$ cat src/rtl/ecc_pkg.sv
package ecc_pkg;
    localparam int ADDR_W = 2;
    localparam logic [ADDR_W-1:0] A_CTRL   = 2'd0;
    localparam logic [ADDR_W-1:0] A_CNT_LO = 2'd1;
    localparam logic [ADDR_W-1:0] A_CNT_HI = 2'd2;
    localparam logic [ADDR_W-1:0] A_IRQ    = 2'd3;

    // Control bit positions
    localparam int B_SPLIT  = 0;
    localparam int B_LO_EN  = 1;
    localparam int B_HI_EN  = 2;
    localparam int B_LO_RUN = 3;
    localparam int B_HI_RUN = 4;
    localparam int B_OVF_LO = 5;
    localparam int B_OVF_HI = 6;
    localparam int B_IFLAG  = 0;
    localparam int B_IEN    = 1;

    typedef struct packed {
        logic split;
        logic lo_en;
        logic hi_en;
        logic lo_run;
        logic hi_run;
    } cfg_t;

    typedef struct packed {
        cfg_t cfg;
        logic ovf_lo;
        logic ovf_hi;
        logic irq_flag;
        logic irq_en;
    } regs_t;
endpackage

$ cat src/rtl/ecc_event_sync.sv
module ecc_event_sync #(
    parameter int STAGES = 2
) (
    input  logic clk,
    input  logic rst_n,
    input  logic evt_async,
    output logic evt_pulse
);
    localparam int CHAIN = STAGES + 1;

    logic [CHAIN-1:0] sh_d, sh_q;

    always_comb begin
        sh_d = {sh_q[CHAIN-2:0], evt_async};
    end

    always_ff @(posedge clk or negedge rst_n) begin
        if (!rst_n) sh_q <= '0;
        else        sh_q <= sh_d;
    end

    assign evt_pulse = sh_q[STAGES-1] & ~sh_q[STAGES];

    // an edge yields a single-cycle pulse
    a_r4_single_pulse: assert property (@(posedge clk) disable iff (!rst_n)
        evt_pulse |=> !evt_pulse);
endmodule

$ cat src/rtl/ecc_half.sv
module ecc_half #(
    parameter int W = 8
) (
    input  logic         clk,
    input  logic         rst_n,
    input  logic         run,
    input  logic         en,
    input  logic         inc,
    output logic [W-1:0] cnt,
    output logic         carry
);
    localparam logic [W-1:0] MAXV = '1;

    logic [W-1:0] cnt_d, cnt_q;

    always_comb begin
        cnt_d = cnt_q;
        carry = 1'b0;
        if (!run) begin
            cnt_d = '0;
        end else if (en && inc) begin
            cnt_d = cnt_q + 1'b1;
            carry = (cnt_q == MAXV);
        end
    end

    always_ff @(posedge clk or negedge rst_n) begin
        if (!rst_n) cnt_q <= '0;
        else        cnt_q <= cnt_d;
    end

    assign cnt = cnt_q;

    a_r2_held_at_zero: assert property (@(posedge clk) disable iff (!rst_n)
        !run |=> (cnt_q == '0));

    a_r3_disabled_frozen: assert property (@(posedge clk) disable iff (!rst_n)
        (run && !en) |=> $stable(cnt_q));
endmodule

$ cat src/rtl/event_cascade_counter.sv
module event_cascade_counter
    import ecc_pkg::*;
#(
    parameter int HALF_W    = 8,
    parameter int SYNC_STGS = 2
) (
    input  logic              clk,
    input  logic              rst_n,
    input  logic              evt_in,
    input  logic              wr_en,
    input  logic [ADDR_W-1:0] addr,
    input  logic [HALF_W-1:0] wdata,
    output logic [HALF_W-1:0] rdata,
    output logic              irq_o
);
    localparam int NHALF = 2;

    logic              evt_pulse;
    logic [NHALF-1:0]  h_inc, h_en, h_run, h_carry;
    logic [HALF_W-1:0] h_cnt [NHALF];
    logic              wrap16;
    regs_t             r_d, r_q;

    ecc_event_sync #(.STAGES(SYNC_STGS)) u_sync (
        .clk       (clk),
        .rst_n     (rst_n),
        .evt_async (evt_in),
        .evt_pulse (evt_pulse)
    );

    assign h_inc[0] = evt_pulse;
    assign h_inc[1] = r_q.cfg.split ? evt_pulse : h_carry[0];
    assign h_en     = {r_q.cfg.hi_en,  r_q.cfg.lo_en};
    assign h_run    = {r_q.cfg.hi_run, r_q.cfg.lo_run};

    for (genvar g = 0; g < NHALF; g++) begin : g_half
        ecc_half #(.W(HALF_W)) u_half (
            .clk   (clk),
            .rst_n (rst_n),
            .run   (h_run[g]),
            .en    (h_en[g]),
            .inc   (h_inc[g]),
            .cnt   (h_cnt[g]),
            .carry (h_carry[g])
        );
    end

    assign wrap16 = !r_q.cfg.split && h_carry[1];

    always_comb begin
        r_d = r_q;
        if (wr_en && addr == A_CTRL) begin
            r_d.cfg.split  = wdata[B_SPLIT];
            r_d.cfg.lo_en  = wdata[B_LO_EN];
            r_d.cfg.hi_en  = wdata[B_HI_EN];
            r_d.cfg.lo_run = wdata[B_LO_RUN];
            r_d.cfg.hi_run = wdata[B_HI_RUN];
            if (!wdata[B_OVF_LO]) r_d.ovf_lo = 1'b0;
            if (!wdata[B_OVF_HI]) r_d.ovf_hi = 1'b0;
        end
        if (wr_en && addr == A_IRQ) begin
            if (!wdata[B_IFLAG]) r_d.irq_flag = 1'b0;
            r_d.irq_en = wdata[B_IEN];
        end
        // set events override clears
        if (r_q.cfg.split && h_carry[0]) r_d.ovf_lo   = 1'b1;
        if (h_carry[1])                  r_d.ovf_hi   = 1'b1;
        if (wrap16)                      r_d.irq_flag = 1'b1;
    end

    always_ff @(posedge clk or negedge rst_n) begin
        if (!rst_n) r_q <= '0;
        else        r_q <= r_d;
    end

    always_comb begin
        rdata = '0;
        unique case (addr)
            A_CTRL: begin
                rdata[B_SPLIT]  = r_q.cfg.split;
                rdata[B_LO_EN]  = r_q.cfg.lo_en;
                rdata[B_HI_EN]  = r_q.cfg.hi_en;
                rdata[B_LO_RUN] = r_q.cfg.lo_run;
                rdata[B_HI_RUN] = r_q.cfg.hi_run;
                rdata[B_OVF_LO] = r_q.ovf_lo;
                rdata[B_OVF_HI] = r_q.ovf_hi;
            end
            A_CNT_LO: rdata = h_cnt[0];
            A_CNT_HI: rdata = h_cnt[1];
            default: begin
                rdata[B_IFLAG] = r_q.irq_flag;
                rdata[B_IEN]   = r_q.irq_en;
            end
        endcase
    end

    assign irq_o = r_q.irq_flag & r_q.irq_en;

    // a 16-bit wrap only starts from an all-ones count
    a_r6_wrap_from_max: assert property (@(posedge clk) disable iff (!rst_n)
        wrap16 |-> (h_cnt[0] == '1 && h_cnt[1] == '1));

    a_r6_ovf_hi_set: assert property (@(posedge clk) disable iff (!rst_n)
        wrap16 |=> r_q.ovf_hi);

    // the request flag rises only after a 16-bit wrap
    a_r7_flag_cause: assert property (@(posedge clk) disable iff (!rst_n)
        $rose(r_q.irq_flag) |-> $past(wrap16));

    // high overflow flag is sticky without a clearing write
    a_r8_sticky_hi: assert property (@(posedge clk) disable iff (!rst_n)
        (r_q.ovf_hi && !(wr_en && addr == A_CTRL && !wdata[B_OVF_HI])) |=> r_q.ovf_hi);

    // split mode never raises the request flag
    a_r9_split_no_irq: assert property (@(posedge clk) disable iff (!rst_n)
        (r_q.cfg.split && !r_q.irq_flag) |=> !r_q.irq_flag);
endmodule

$ cat config.mk
export PLATFORM = sky130hd
export DESIGN_NAME = event_cascade_counter
export DESIGN_NICKNAME = d
export VERILOG_FILES = /design/src/rtl/ecc_pkg.sv /design/src/rtl/ecc_event_sync.sv /design/src/rtl/ecc_half.sv /design/src/rtl/event_cascade_counter.sv
export SDC_FILE = /design/constraint.sdc
export NUM_CORES = 1
export LEC_CHECK = 0
export ABC_CLOCK_PERIOD_IN_PS = 2300
export BUFFER_PORTS_ARGS = -buffer_cell sky130_fd_sc_hd__buf_4
export CAP_MARGIN = 5
export CELL_PAD_IN_SITES_DETAIL_PLACEMENT = 0
export CELL_PAD_IN_SITES_GLOBAL_PLACEMENT = 1
export CORE_MARGIN = 1
export CORE_UTILIZATION = 40
export CTS_BUF_LIST = sky130_fd_sc_hd__clkbuf_16
export CTS_CLUSTER_SIZE = 10
export DETAILED_ROUTE_END_ITERATION = 8
export GPL_ROUTABILITY_DRIVEN = 0
export PLACE_DENSITY_LB_ADDON = 0.1
export SLEW_MARGIN = 20
export SYNTH_ARGS = -nofsm -noshare
export SYNTH_HDL_FRONTEND = slang
export SYNTH_HIERARCHICAL = 1
export SYNTH_SLANG_ARGS = --single-unit
export TNS_END_PERCENT = 30
$ cat constraint.sdc
create_clock -name clk -period 2.3 [get_ports clk]
set_input_delay 0.345 -clock clk [delete_from_list [all_inputs] [get_ports clk]]
set_output_delay 0.345 -clock clk [all_outputs]
set_load 0.05 [all_outputs]
==> results by group <==
Yosys
  – Syn Nets: roughly 170
  – Cell taking the most area after synthesis: dfrtp_1
  – Post-synth EDFFs: 0
  – Adder-cell share of the synthesized area: approximately 5.8%
  – Syn. warnings: 6
  – Area share of the largest cell type after synthesis: between 40% and 50%
  – Synth Area in Compound Gates: a little over an eighth
  – Mean post-synth cell area: around 10 µm²
  – Synthesized area: between 0.0015 and 0.002 mm²
  – Top_reg_cell synth: dfrtp_1
  – Xor/xnor share of the synthesized area: about 2.3%
  – Number of synthesized register bits: 28
  – Post-synthesis mux area share: under 10%
  – Post-Synth Simple-Gate Area: ~19%
  – Post-synth top cells: 28 x dfrtp_1, 11 x inv_1, 10 x a21oi_1, 10 x nor2_1, 9 x nand2_1
  – Yosys cell types: 33
  – Area contributors post-synth: dfrtp_1 46%, ha_1 5.8%, mux2_4 5.0%
  – Asr flop ratio synth: 100%
  – Cell with the most instances after synthesis: dfrtp_1
  – Largest family of logic cells by synthesized area: simple AND/OR/NAND/NOR gates
  – Register area share after synthesis: between 40% and 50%
  – Cells after synthesis: ~150

GRT
  – Largest net degree at the start of global routing: 29
  – Initial antenna violation count: 0
  – GRT Util Overall: between 10% and 20%
  – First-pass GRT wire length: between 5000 and 6000 µm
  – Gr ovfl total: 0
  – Vias in the first global route: approximately 1.2k

Timing
  – Fin. Hold Viols: 24
  – RSZ-0062 raised after global routing: false
  – Final setup TNS: 0 ps
  – Slew HR: 71.4%
  – Setup Skew: about 2.2 ps
  – Part of the cycle the worst path needs: 90.7%
  – Worst slew pin tran: between 400 and 500 ps
  – WHS: -4.08 ps
  – Minimum clock period: roughly 2100 ps
  – Fin. max-slew vios: 0
  – Fmax: 479 MHz
  – # setup viols final: 0

Route
  – Vias: between 1k and 1.5k
  – DR pass1 iterations: 5
  – Residual DRC: 0
  – Post-Route WL: approximately 3300 µm
  – Post-route ant nets: 0
  – Initial drt markers: between 100 and 150
  – WL/cell: roughly 15 µm
  – Vias per inst: around 5.6

Critical path
  – Required time of the critical path: ~2500 ps
  – Worst Path Max Fanout: 5
  – Crit-path cells: ha_1, nand4_1, nor3_2, mux2_2, nand4_2, or4_1, a21oi_1
  – Worst Setup SP: g_half[0].u_half/cnt[1]
  – Slowest-stage cell, CP: or4_1
  – Nature of the critical path endpoint: register
  – Worst reg2reg endpoint: g_half[1].u_half/cnt[5]
  – Crit-path max cell delay: about 420 ps
  – WS Path Type: reg2reg
  – Critical path data arrival time: ~2300 ps
  – R2R Path Start: g_half[0].u_half/cnt[1]
  – R2R depth: 7
  – CP Buf/Inv Count: 0
  – Worst R2R Setup Slack: 210 ps
  – Delay-heaviest family, CP: simple AND/OR/NAND/NOR gates
  – Critical Path Source Type: register

Floorplanning
  – # IOs: 23
  – Die W: ~63 µm
  – Die height: between 60 and 70 µm
  – Initial Utilization: 43.6%
  – Rows: 21
  – Die area: between 0.004 and 0.005 mm²
  – Core area: around 0.0035 mm²

Clock network
  – CTS max path bufs: 2
  – Worst-skew pair later-pin latency: between 200 and 300 ps
  – Post-CTS Setup Inserts: 0
  – Num CTS Buffers: 3
  – # clock sinks: 28
  – Post-CTS Resized: 0
  – Cts hold-fix bufs: 0
  – Clock-pin transition on the worst setup and hold timing paths: roughly 70 ps
  – Clk root buf: clkbuf_16
  – CTS tree: yes
  – H-tree Lvls: 1

Placement
  – DP HPWL: ~2500 µm
  – Count of input and output buffers: 21

Pwr
  – Leakage power: slightly above 0.8 nW
  – Worst VDD drop: 387 µV
  – Power Total: ~1.2 mW
  – Power density cells: between 600 and 700 mW/mm²

Status
  – Run status: complete, but fails checks
  – Failing checks: hold timing

Min path
  – Hold Path Class: in2async

Cells and area
  – # nets final: 190
  – Syn-to-layout area delta: 21.4%
  – Ant. Diodes: 0
  – Layout cells sized above 1: 23.2%

Flow run
  – Maximum capacitance violations: 0
[report_power, final]
part	internal (mW)	switching, mW
clock	0.346	0.158
sequential	0.519	0.0307
combinational	0.0783	0.106
total	0.943	0.294
[worst max path at each step]
stage / to / slack (ps) / cells past startpoint
floorplan: rdata[0] / 350 / 3
detailed placement: r_q[1] / 120 / 7
global placement: r_q[1] / 170 / 7
global route: g_half[1].u_half/cnt[5] / 5 / 7
finish: g_half[1].u_half/cnt[5] / 210 / 7
CTS: r_q[1] / 100 / 7
[metal layers]
metal	routed length, µm	GRT usage, %	share of wire (%)
met5	0	0	0
met4	15	4.26	0.46
met3	154	2.54	4.7
met2	1610	30.2	49
met1	1500	24.8	46
[flip-flops by register name (all words and copies together) (netlist names)]
signal,count
h_en,2
r_q,5
h_run,2
u_sync/sh_q,3
g_half.u_half/cnt,16
[stage by stage]
stage	area, µm²	std cells	worst slack, ps	hold slack [ps]	util, %
final	1840	214	213	-4.08	52.9
after floorplan	1510	145	352	49.4	-
after detailed placement	1720	210	120	284	49.6
after CTS	1830	214	96.7	7.47	52.6
after global placement	1720	210	175	288	49.6
after global routing	1840	214	4.80	24.1	52.9
[layout make-up]
class	instances	area [µm²]
sequential	28	701
fill	339	1630
inverter	11	41.3
timing repair buffer	23	173
multi-input combinational	102	758
clock inverter	1	30.0
clock buffer	3	75.1
tap	46	57.6
[worst reg2reg max path, stage by stage, from the launching register on]
cell and delay [ps]:
dfrtp_1 410, ha_1 190, nand4_1 190, nor3_2 250, mux2_2 260, nand4_2 150
or4_1 420, a21oi_1 150
[logic make-up (layout without fill, tap and decap cells)]
family / count (synthesis) / in the layout
xor+xnor: 4 / 4
buf+inv: 15 / 38
compound gates: 29 / 29
simple gates: 51 / 51
fa+ha+maj: 7 / 7
flops: 28 / 28
mux: 11 / 11
[placed cells by master, fill, tap and decap left out]
master and n:
ha_1 7, nand4_2 2, nor3_1 2, clkbuf_16 3, dfrtp_1 28, nor2b_4 1, nand3_1 6, a222oi_1 7
nand2b_1 2, a22o_1 2, nand4_1 4, o31ai_1 2, nor2b_1 1, nand2_4 1, nand3b_1 3, bufinv_16 1
a21oi_1 10, mux2_2 1, buf_4 23, mux2_4 5, nor2_1 10, a22oi_1 1, nor3_2 2, or4_1 2
inv_1 11, xor2_1 2, xnor2_1 2, a21o_1 1, mux2_1 1, nand2_1 9, o21ai_0 6, or3_1 6
mux2i_1 4
No activity file was read; power rests on OpenSTA's default activity.
